===== src/rtl/rsu_pkg.sv =====
`timescale 1ns/1ps
package rsu_pkg;
  localparam int RSU_ADDR_W  = 19;
  localparam int RSU_SEQ_LEN = 7;
  localparam int RSU_STEP_W  = $clog2(RSU_SEQ_LEN);

  // Tail address that clears protection and tail address that sets it.
  localparam logic [RSU_ADDR_W-1:0] RSU_TAIL_OPEN  = 19'h0041A;
  localparam logic [RSU_ADDR_W-1:0] RSU_TAIL_CLOSE = 19'h0040A;

  // Shared head of both runs; the order is the behaviour.
  function automatic logic [RSU_ADDR_W-1:0] rsu_head_entry(input int unsigned idx);
    case (idx)
      0:       return 19'h01823;
      1:       return 19'h01820;
      2:       return 19'h01822;
      3:       return 19'h00418;
      4:       return 19'h0041B;
      5:       return 19'h00419;
      default: return '0;
    endcase
  endfunction
endpackage


===== src/rtl/rsu_addr_match.sv =====
`timescale 1ns/1ps
module rsu_addr_match
  import rsu_pkg::*;
#(
  parameter int ADDR_W  = RSU_ADDR_W,
  parameter int SEQ_LEN = RSU_SEQ_LEN,
  parameter int STEP_W  = RSU_STEP_W
) (
  input  logic [ADDR_W-1:0] addr,
  input  logic [STEP_W-1:0] step,
  output logic              hit_next,
  output logic              hit_head,
  output logic              hit_open,
  output logic              hit_close
);
  localparam int HEAD_N = SEQ_LEN - 1;
  localparam logic [STEP_W-1:0] LAST = STEP_W'(HEAD_N);

  logic [SEQ_LEN-1:0] match;

  // One comparator per shared head entry.
  for (genvar i = 0; i < HEAD_N; i++) begin : g_cmp
    assign match[i] = (addr == ADDR_W'(rsu_head_entry(i)));
  end
  assign match[SEQ_LEN-1] = 1'b0;

  assign hit_next  = (step < LAST) ? match[step] : 1'b0;
  assign hit_head  = match[0];
  assign hit_open  = (addr == ADDR_W'(RSU_TAIL_OPEN));
  assign hit_close = (addr == ADDR_W'(RSU_TAIL_CLOSE));
endmodule


===== src/rtl/rsu_step_track.sv =====
`timescale 1ns/1ps
module rsu_step_track
  import rsu_pkg::*;
#(
  parameter int SEQ_LEN = RSU_SEQ_LEN,
  parameter int STEP_W  = RSU_STEP_W
) (
  input  logic              clk,
  input  logic              rst,
  input  logic              rd_stb,
  input  logic              wr_stb,
  input  logic              hit_next,
  input  logic              hit_head,
  input  logic              hit_open,
  input  logic              hit_close,
  output logic [STEP_W-1:0] step,
  output logic              set_open,
  output logic              set_close
);
  localparam logic [STEP_W-1:0] LAST = STEP_W'(SEQ_LEN - 1);

  logic [STEP_W-1:0] step_d;

  always_comb begin
    step_d    = step;
    set_open  = 1'b0;
    set_close = 1'b0;
    if (wr_stb) begin
      step_d = '0;
    end else if (rd_stb) begin
      if (step == LAST) begin
        set_open  = hit_open;
        set_close = hit_close & ~hit_open;
        step_d    = hit_head ? STEP_W'(1) : '0;
      end else if (hit_next) begin
        step_d = step + STEP_W'(1);
      end else begin
        step_d = hit_head ? STEP_W'(1) : '0;
      end
    end
  end

  always_ff @(posedge clk) begin
    if (rst) step <= '0;
    else     step <= step_d;
  end

  p_wr_abort_r6: assert property (@(posedge clk) disable iff (rst)
    wr_stb |=> (step == '0));
  p_head_restart_r5: assert property (@(posedge clk) disable iff (rst)
    (rd_stb && !wr_stb && hit_head) |=> (step == STEP_W'(1)));
  p_miss_clear_r4: assert property (@(posedge clk) disable iff (rst)
    (rd_stb && !wr_stb && !hit_next && !hit_head && step != LAST) |=> (step == '0));
  p_step_bound_r7: assert property (@(posedge clk) disable iff (rst)
    step <= LAST);
endmodule


===== src/rtl/rsu_prot_flag.sv =====
`timescale 1ns/1ps
module rsu_prot_flag (
  input  logic clk,
  input  logic rst,
  input  logic set_open,
  input  logic set_close,
  output logic wp_flag
);
  always_ff @(posedge clk) begin
    if (rst)            wp_flag <= 1'b1;
    else if (set_open)  wp_flag <= 1'b0;
    else if (set_close) wp_flag <= 1'b1;
  end

  p_one_cmd_r3: assert property (@(posedge clk) disable iff (rst)
    $onehot0({set_open, set_close}));
  p_hold_r7: assert property (@(posedge clk) disable iff (rst)
    (!set_open && !set_close) |=> $stable(wp_flag));
  p_open_r2: assert property (@(posedge clk) disable iff (rst)
    set_open |=> !wp_flag);
  p_close_r3: assert property (@(posedge clk) disable iff (rst)
    set_close |=> wp_flag);
endmodule


===== src/rtl/rdseq_unlock_detector.sv =====
`timescale 1ns/1ps
module rdseq_unlock_detector
  import rsu_pkg::*;
#(
  parameter int ADDR_W  = RSU_ADDR_W,
  parameter int SEQ_LEN = RSU_SEQ_LEN,
  parameter int STEP_W  = RSU_STEP_W
) (
  input  logic              clk,
  input  logic              rst,
  input  logic              rd_stb,
  input  logic [ADDR_W-1:0] rd_addr,
  input  logic              wr_stb,
  output logic              wp_flag
);
  logic [STEP_W-1:0] step;
  logic hit_next, hit_head, hit_open, hit_close;
  logic set_open, set_close;

  rsu_addr_match #(.ADDR_W(ADDR_W), .SEQ_LEN(SEQ_LEN), .STEP_W(STEP_W)) u_match (
    .addr(rd_addr), .step(step), .hit_next(hit_next), .hit_head(hit_head),
    .hit_open(hit_open), .hit_close(hit_close)
  );

  rsu_step_track #(.SEQ_LEN(SEQ_LEN), .STEP_W(STEP_W)) u_track (
    .clk(clk), .rst(rst), .rd_stb(rd_stb), .wr_stb(wr_stb),
    .hit_next(hit_next), .hit_head(hit_head), .hit_open(hit_open),
    .hit_close(hit_close), .step(step), .set_open(set_open), .set_close(set_close)
  );

  rsu_prot_flag u_flag (
    .clk(clk), .rst(rst), .set_open(set_open), .set_close(set_close), .wp_flag(wp_flag)
  );

  p_reset_prot_r1: assert property (@(posedge clk) rst |=> wp_flag);
  p_wr_wins_r10: assert property (@(posedge clk) disable iff (rst)
    (rd_stb && wr_stb) |=> $stable(wp_flag));
endmodule


===== config.mk =====
export PLATFORM = sky130hd
export DESIGN_NAME = rdseq_unlock_detector
export DESIGN_NICKNAME = d
export VERILOG_FILES = /design/src/rtl/rsu_pkg.sv /design/src/rtl/rsu_addr_match.sv /design/src/rtl/rsu_step_track.sv /design/src/rtl/rsu_prot_flag.sv /design/src/rtl/rdseq_unlock_detector.sv
export SDC_FILE = /design/constraint.sdc
export NUM_CORES = 1
export LEC_CHECK = 0
export BUFFER_PORTS_ARGS = -buffer_cell sky130_fd_sc_hd__buf_2
export CELL_PAD_IN_SITES_DETAIL_PLACEMENT = 1
export CELL_PAD_IN_SITES_GLOBAL_PLACEMENT = 2
export CORE_MARGIN = 4
export CORE_UTILIZATION = 19
export DETAILED_ROUTE_END_ITERATION = 6
export GPL_ROUTABILITY_DRIVEN = 0
export HOLD_SLACK_MARGIN = 0.05
export PLACE_DENSITY = 0.8
export SLEW_MARGIN = 5
export SYNTH_ARGS = -nofsm -noshare
export SYNTH_HDL_FRONTEND = slang
export SYNTH_SLANG_ARGS = --single-unit

===== constraint.sdc =====
create_clock -name clk -period 1.4 [get_ports clk]
set_input_delay 0.07 -clock clk [delete_from_list [all_inputs] [get_ports clk]]
set_output_delay 0.07 -clock clk [all_outputs]
set_load 0.02 [all_outputs]

==> results of run 1 <==
-- critical path: stages (launching register included) --
cell      delay [ns]
dfxtp_2         0.32
or2_0           0.20
a211o_1         0.34
a22oi_4         0.22
o211ai_1        0.12
a21oi_1         0.16
-- cell usage in the layout (no fill, tap or decap), drive strengths merged --
cell / netlist / routed
a211o: 2 / 2
a21o: 1 / 1
a21oi: 2 / 2
a22oi: 1 / 1
a31oi: 2 / 2
and3: 1 / 1
buf: 1 / 29
clkbuf: 0 / 3
dfxtp: 4 / 4
ha: 1 / 1
inv: 2 / 2
nand2: 3 / 3
nand2b: 2 / 2
nand3: 2 / 2
nand3b: 3 / 3
nand4: 5 / 5
nor2: 3 / 3
nor2b: 1 / 1
nor3: 2 / 2
nor4: 1 / 1
nor4b: 2 / 2
nor4bb: 2 / 2
o2111ai: 1 / 1
o211ai: 1 / 1
o21ai: 2 / 2
o311ai: 1 / 1
or2: 2 / 2
or2b: 1 / 1
-- metal layers --
metal / track usage (%) / share of wire, % / vias to the layer above
met4: 1.24 / 0 / 0
met3: 5.45 / 6.4 / 0
met2: 18.3 / 52 / 17
met5: 0 / 0 / -
met1: 11.6 / 42 / 239
li1: - / - / 265
-- stage by stage --
step           setup TNS [ns]  hold WS (ns)  area, um2  power (mW)  utilization, %
3_3_place_gp                0         0.292        583       0.179            29.1
3_5_place_dp           -0.105         0.317        583       0.181            29.1
2_1_floorplan        -0.00395         0.181        408       0.136               -
5_1_grt                -0.345        0.0755        631       0.351            31.5
4_1_cts                -0.104        0.0695        614       0.329            30.7
6_report              -0.0545        0.0559        631       0.322            31.5
-- timing repair --
action                     in CTS  in global routing
setup buffers                   1                  0
pin swaps                       6                  2
gates resized for setup         1                  7
setup endpoints to repair       4                  4
-- kinds of logic (layout without fill, tap and decap cells) --
| group | after synthesis | after routing | synth area share, % |
|---|---|---|---|
| adder cells (fa/ha/maj) | 1 | 1 | 3.07 |
| AND/OR/NAND/NOR | 30 | 30 | 45.4 |
| AO/OA/AOI/OAI | 13 | 13 | 27.3 |
| buffers and inverters | 3 | 34 | 4.60 |
| flip-flops | 4 | 4 | 19.6 |
-- power by group through the flow --
stage | registers (mW) | clock network, mW | logic, mW
after floorplan | 0.116 | 0 | 0.0198
after global placement | 0.116 | 0 | 0.0629
after detailed placement | 0.116 | 0 | 0.0650
after CTS | 0.115 | 0.150 | 0.0648
after global routing | 0.114 | 0.163 | 0.0734
final | 0.115 | 0.141 | 0.0663
-- state kept, by name, indices dropped and copies added (netlist names) --
name            flops
u_flag.wp_flag      1
u_track.step        3
-- area by class of cell --
cell class                 instances  area share [%]
timing repair buffer              29            25.4
inverter                           2            1.19
tap                               27            5.36
clock buffer                       3            3.57
multi-input combinational         44            51.4
sequential                         4            13.1
-- worst max path at each step --
stage | slack (ns) | endpoint | cells past startpoint
after global routing | -0.13 | u_track.step[2] | 5
after floorplan | -0.004 | u_track.step[0] | 6
final | -0.03 | u_track.step[2] | 5
after CTS | -0.04 | u_track.step[2] | 5
after global placement | 0.02 | u_track.step[2] | 5
after detailed placement | -0.05 | u_track.step[0] | 5
==> impl_metrics.toml, run 1 <==
[status]
violations = "negative setup slack"
outcome = "finished with violations"

[clock_tree]
clock_path_buffers = 2
cts_sinks = 4
clkTransAtPathRegs_ns = 0.04
htreeDepth = 1
clock_latency_ns = 0.23
cts_root_buffer = "clkbuf_4"
cts_buffers = 3
hold_buffers = 0
cts_tree = "yes"

[pwr]
p_leak_nw = 0.250
seqPwrFrac_pct = 35.6
internal_power_mw = 0.247
switchingPower_mw = 0.0751
p_clk_share_pct = 43.8
power_density_nw_per_um2 = 511
switching_share_pct = 23.3
max-vdd-ir-drop_uv = 257
pwr-share-comb_pct = 20.6

[hold_path]
min_path_cells = 3
hold_path_end = "u_flag.wp_flag"
hp-class = "in2reg"
worstHoldStart = "rst"

[placed_design]
io_buffers = 23
dp_hpwl_um = 1180
dp_slack_ns = -0.0531
dp_cells = 105

[grt]
antenna_found_initial = 0
grt_pass1_vias = 526
overflow = 0
grt_max_degree = 9
grt_pass1_wl_um = 2220
grt.total_usage_pct = 10.5

[synth]
yosys_warnings = 0
synthesis.area_um2 = 408
ys_types = 30
netlist_instances = 51
ys_top_cells_by_count = "nand4_1, dfxtp_1, nand2_1, nand3b_1, nor2_1"
yosysTopAreaCell = "dfxtp_1"
yosys.area.top_type_share_pct = 19.6
ys_seq_area_share_pct = 19.6
async_reset_ff_share_pct = 0
synth.net_count = 75
synthFlopType = "dfxtp_1"
synthMostInstantiatedCell = "nand4_1"
synth_edf_count = 0
yosys-top-cells-area = "dfxtp_1, nand4_1, nand3b_1"
avgSynthCellArea_um2 = 8.00
synth_seq_cells = 4

[timing]
fin_skew_ns = 0.000226
hold_violations = 0
setup_violations = 3
post-route-min-period_ns = 1.43
max_freq_mhz = 700
rsz0062_at_grt = "yes"
slew_violations = 0
fin_ws_ns = -0.0293
slew_headroom_pct = 72.5
fin_crit_sh_pct = 102
tightestPinTransition_ns = 0.406

[layout]
diodes = 0
syn_to_final_growth_pct = 54.6
nets = 108
regArea_um2 = 82.6
multi_input_area_um2 = 324
drive_gt1_share_pct = 50.0
fill_cells = 256
stdcell_count = 109

[worst_setup_path]
cp_max_fo = 4
required_ns = 1.56
start_kind = "flop"
r2r-start = "u_track.step[2]"
endpoint_kind = "flop"
startpoint = "u_track.step[2]"
critical_path_class = "reg2reg"
rr_worst_depth = 5
r2r-end = "u_track.step[2]"
crit_arrival_ns = 1.59
r2r_slack_ns = -0.03

[route]
detail_route.iter0.violations = 3
wl_um = 1370
vias_per_cell = 4.78
vias = 521
drc = 0
wl_per_cell_um = 12.6
drtAntennaViolNets = 0
firstDrtPassIters = 6

[die]
dieArea_um2 = 2950
row_count = 16
coreArea_um2 = 2000
ioPinCount = 24
die_x_um = 54.3
initial_utilization_pct = 20.4
die_y_um = 54.3

[run]
cap_violations = 0
Power figures use the tool's default switching activity.
==> run 2: changes to the inputs <==
--- a/config.mk
+++ b/config.mk
@@ -5,11 +5,12 @@
 export SDC_FILE = /design/constraint.sdc
 export NUM_CORES = 1
 export LEC_CHECK = 0
+export ABC_CLOCK_PERIOD_IN_PS = 1400
 export BUFFER_PORTS_ARGS = -buffer_cell sky130_fd_sc_hd__buf_2
-export CELL_PAD_IN_SITES_DETAIL_PLACEMENT = 1
-export CELL_PAD_IN_SITES_GLOBAL_PLACEMENT = 2
+export CELL_PAD_IN_SITES_DETAIL_PLACEMENT = 0
+export CELL_PAD_IN_SITES_GLOBAL_PLACEMENT = 1
 export CORE_MARGIN = 4
-export CORE_UTILIZATION = 19
+export CORE_UTILIZATION = 25
 export DETAILED_ROUTE_END_ITERATION = 6
 export GPL_ROUTABILITY_DRIVEN = 0
 export HOLD_SLACK_MARGIN = 0.05
==> run 2 against run 1 <==
  * The flow still finishes with violations (negative setup slack)
  * Fmax grew 0.81%
  * Sequential power is essentially flat
  * Design area shrank 3.2%
  * Routed wire length shrank 11%
  * Critical path depth is the same
  * Critical endpoint unchanged
  * Largest power group unchanged
==> impl_metrics.toml, run 2 (synthesis results as in run 1) <==
[status]
outcome = "finished with violations"
violations = "negative setup slack"

[layout]
regMostFlops = "u_track.step"
nets = 108
diodes = 0
top_regs = "u_track.step (3), u_flag.wp_flag (1)"
largest_register_ffs = 3
final_cell_mix = "buf_2, nand4_1, buf_4"
final_cell_area_um2 = 611
drive_gt1_share_pct = 47.6
syn_to_final_growth_pct = 49.7
final_common_cell = "buf_2"

[route]
wl_um = 1210
vias_per_cell = 5.29
firstDrtPassIters = 4
drc = 0
wl_per_cell_um = 12.4
drtAntennaViolNets = 0
detail_route.iter0.violations = 5
vias = 518

[die]
die_x_um = 48.4
initial_utilization_pct = 26.8
ioPinCount = 24
coreArea_um2 = 1520
dieArea_um2 = 2340
row_count = 14
die_y_um = 48.4

[placed_design]
dp_hpwl_um = 1010
io_buffers = 23
dp_slack_ns = -0.0156
dpl_cell_area_um2 = 569

[grt]
grt_pass1_vias = 512
grt.total_usage_pct = 10.6
grt_busiest_layer = "met2"
use_met1_pct = 12.9
grt_use_met3_pct = 3.07
grt_max_degree = 9
overflow = 0
antenna_found_initial = 0
met2_usage_pct = 15.7
grt_pass1_wl_um = 2040

[hold_path]
hp-class = "in2reg"

[clock_tree]
clkTransAtPathRegs_ns = 0.04
cts_buffers = 3
clock_path_buffers = 2
clock_latency_ns = 0.23
cts_root_buffer = "clkbuf_4"
cts_sinks = 4
htreeDepth = 1
cts_tree = "yes"

[timing]
hold_violations = 0
fin_crit_sh_pct = 101
fin_ws_ns = -0.0178
fin_skew_ns = 0.00342
setup_violations = 2
slew_violations = 0
rsz0062_at_grt = "yes"
slew_headroom_pct = 75.5
post-route-min-period_ns = 1.42
max_freq_mhz = 705
tightestPinTransition_ns = 0.362
setup_tns_ns = -0.0179

[worst_setup_path]
critPathTopFamily = "compound AO/OA/AOI/OAI gates"
endpoint_kind = "flop"
cp_slowest_cell = "dfxtp_2"
critical_path_class = "reg2reg"
required_ns = 1.56
start_kind = "flop"
cp_max_fo = 5
cp_num_buf_inv = 0
slowest_delay_ns = 0.33
crit_arrival_ns = 1.57
crit_path_cell_trace = "or2_0, a211o_1, a22oi_4, o211ai_1, a21oi_1"

[pwr]
p_leak_nw = 0.248
power_density_nw_per_um2 = 532
max-vdd-ir-drop_uv = 298
fin_total_pwr_mw = 0.325

[run]
cap_violations = 0
-- run 2: metrics by stage --
stage          cells  hold slack (ns)  util (%)
5_1_grt           98            0.153      40.1
6_report          98            0.134      40.1
3_5_place_dp      94            0.289      37.4
3_3_place_gp      94            0.301      37.4
4_1_cts           98            0.125      39.6
2_1_floorplan     51            0.181         -
-- run 2: worst paths after layout --
path | start | end | slack (ns) | cells after the start
setup / recovery | u_track.step[2] | u_track.step[2] | -0.02 | 5
hold / removal | rd_addr[4] | u_flag.wp_flag | 0.13 | 2
setup reg to reg | u_track.step[2] | u_track.step[2] | -0.02 | 5
hold reg to reg | u_track.step[0] | u_track.step[0] | 0.52 | 2
-- run 2: per-layer routing --
| layer | share of wire (%) | routed length, um | vias to the layer above |
|---|---|---|---|
| met5 | 0 | 0 | - |
| met1 | 46 | 562 | 236 |
| li1 | - | - | 265 |
| met3 | 6.9 | 83 | 0 |
| met2 | 47 | 564 | 17 |
| met4 | 0 | 0 | 0 |
-- run 2: area by class of cell --
type                    count  area [um2]
flip-flops and latches      4        83.8
repair buffers             29         163
clock buffers               3        22.5
inverters                   2        7.51
fillers                   168         913
multi-input cells          44         314
well taps                  16        20.0
-- run 2: power breakdown --
group,switching [mW],internal [mW],leakage (nW)
Sequential,0.0000000566,0.114,0.0338
Combinational,0.0285,0.0368,0.200
Clock,0.0491,0.0960,0.0138
Total,0.0776,0.247,0.248
-- run 2: timing repair --
action	in CTS	in global routing
buffers inserted	0	0
resized for setup	1	3
endpoints found under the setup margin	3	4
hold buffers	1	0
pin swaps	1	0
hold endpoints to repair	1	0
-- run 2: worst reg2reg max path: cells and delay by family (launching register included) --
family | cells | cell delay (ns)
AO/OA/AOI/OAI | 4 | 0.79
flip-flops | 1 | 0.33
AND/OR/NAND/NOR | 1 | 0.22
==> run 3: changes to the inputs <==
--- a/config.mk
+++ b/config.mk
@@ -15,6 +15,7 @@
 export GPL_ROUTABILITY_DRIVEN = 0
 export HOLD_SLACK_MARGIN = 0.05
 export PLACE_DENSITY = 0.8
+export RECOVER_POWER = 50
 export SLEW_MARGIN = 5
 export SYNTH_ARGS = -nofsm -noshare
 export SYNTH_HDL_FRONTEND = slang
==> run 3 against run 2 <==
  * The run still ends with negative setup slack left
  * Sequential power hardly changed
  * Core utilization shrank 0.082 points
  * Fmax unchanged
  * Routed wire length decreased by 0.17%
  * Critical path type unchanged
==> impl_metrics.toml, run 3 (synthesis results as in run 1) <==
[clock_tree]
cts_sinks = 4
clkTransAtPathRegs_ns = 0.04
cts_root_buffer = "clkbuf_4"
clock_latency_ns = 0.23
htreeDepth = 1
clock_path_buffers = 2
cts_buffers = 3
cts_tree = "yes"
post-cts-setup-buffer-count = 0

[layout]
drive_gt1_share_pct = 46.3
syn_to_final_growth_pct = 49.4
diodes = 0
regMostFlops = "u_track.step"
top_regs = "u_track.step (3), u_flag.wp_flag (1)"
nets = 108
final_cell_mix = "buf_2, nand4_1, buf_4"
largest_register_ffs = 3
fill_cells = 169
final_common_cell = "buf_2"

[timing]
slew_headroom_pct = 75.5
post-route-min-period_ns = 1.42
hold_violations = 0
rsz0062_at_grt = "yes"
fin_ws_ns = -0.0178
setup_tns_ns = -0.0179
tightestPinTransition_ns = 0.362
fin_crit_sh_pct = 101
setup_violations = 2
fin_skew_ns = 0.00342
slew_violations = 0
max_freq_mhz = 705
whs_ns = 0.134

[worst_setup_path]
cp_slowest_cell = "dfxtp_2"
r2r_slack_ns = -0.02
endpoint_kind = "flop"
start_kind = "flop"
crit_path_cell_trace = "or2_0, a211o_1, a22oi_4, o211ai_1, a21oi_1"
slowest_delay_ns = 0.33
crit_path_end = "u_track.step[2]"
r2r-end = "u_track.step[2]"
startpoint = "u_track.step[2]"
critical_path_class = "reg2reg"
cp_max_fo = 5
rr_worst_depth = 5
r2r-start = "u_track.step[2]"
required_ns = 1.56
crit_arrival_ns = 1.57

[die]
initial_utilization_pct = 26.8
dieArea_um2 = 2340
die_x_um = 48.4
die_y_um = 48.4
ioPinCount = 24
row_count = 14
coreArea_um2 = 1520

[placed_design]
dp_hpwl_um = 1010
io_buffers = 23

[route]
drc = 0
wl_per_cell_um = 12.3
firstDrtPassIters = 4
vias_per_cell = 5.29
highest-signal-layer = "met3"
detail_route.iter0.violations = 5
met1_length_um = 561
vias = 518
wl_um = 1210
drtAntennaViolNets = 0
dr_wl_met2_um = 564
wl_met3_um = 83

[hold_path]
worstHoldStart = "rd_addr[4]"
hp-class = "in2reg"

[grt]
grt_pass1_wl_um = 2040
antenna_found_initial = 0
grt_max_degree = 9
grt_pass1_vias = 512
overflow = 0
grt.total_usage_pct = 10.6

[pwr]
power_density_nw_per_um2 = 533
switchingPower_mw = 0.0776
p_clk_share_pct = 44.7
pwr-share-comb_pct = 20.1
switching_share_pct = 23.9
max-vdd-ir-drop_uv = 298
fin_total_pwr_mw = 0.325
p_leak_nw = 0.247
internal_power_mw = 0.247
seqPwrFrac_pct = 35.2

[run]
cap_violations = 0

[status]
violations = "negative setup slack"
outcome = "finished with violations"
==> run 3: per-stage QoR <==
step | cells | setup slack [ns] | util, % | instance area (um2)
final | 98 | -0.0178 | 40.0 | 609
after global routing | 98 | -0.0996 | 40.0 | 609
after CTS | 98 | -0.00272 | 39.6 | 603
after detailed placement | 94 | -0.0156 | 37.4 | 569
after global placement | 94 | 0.0183 | 37.4 | 569
after floorplan | 51 | -0.00395 | - | 408
==> run 3: how the worst min path moves through the flow <==
stage / slack [ns] / depth (start not counted) / to
after global placement: 0.30 / 3 / u_flag.wp_flag
final: 0.13 / 2 / u_flag.wp_flag
after detailed placement: 0.29 / 3 / u_flag.wp_flag
after floorplan: 0.18 / 2 / u_flag.wp_flag
after CTS: 0.12 / 2 / u_flag.wp_flag
after global routing: 0.15 / 2 / u_flag.wp_flag
==> run 3: per-layer routing <==
metal	vias up	GRT usage (%)
li1	265	-
met2	17	15.7
met3	0	3.07
met4	0	7.83
met1	236	12.9
met5	-	0
==> run 3: timing repair <==
action / 4_1_cts / 5_1_grt
hold buffers: 1 / 0
hold endpoints to repair: 1 / 0
resized for setup: 1 / 3
pin swaps: 1 / 0
endpoints found under the setup margin: 3 / 4
==> run 3: power groups by stage <==
stage / combinational [mW] / clock (mW) / sequential [mW]
2_1_floorplan: 0.0198 / 0 / 0.116
3_3_place_gp: 0.0616 / 0 / 0.116
3_5_place_dp: 0.0624 / 0 / 0.116
4_1_cts: 0.0648 / 0.157 / 0.114
5_1_grt: 0.0724 / 0.163 / 0.114
6_report: 0.0653 / 0.145 / 0.114
==> run 3: cell type report <==
type,instances,area [um2],share of cell area (%)
clock buffer,3,22.5,3.70
inverter,2,7.51,1.23
sequential,4,83.8,13.8
multi-input combinational,44,314,51.5
tap,16,20.0,3.29
timing repair buffer,29,161,26.5
==> run 3: critical path, delay by kind of cell, from the launching register on <==
family	cells	cell delay, ns
flops	1	0.33
compound gates	4	0.79
simple gates	1	0.22
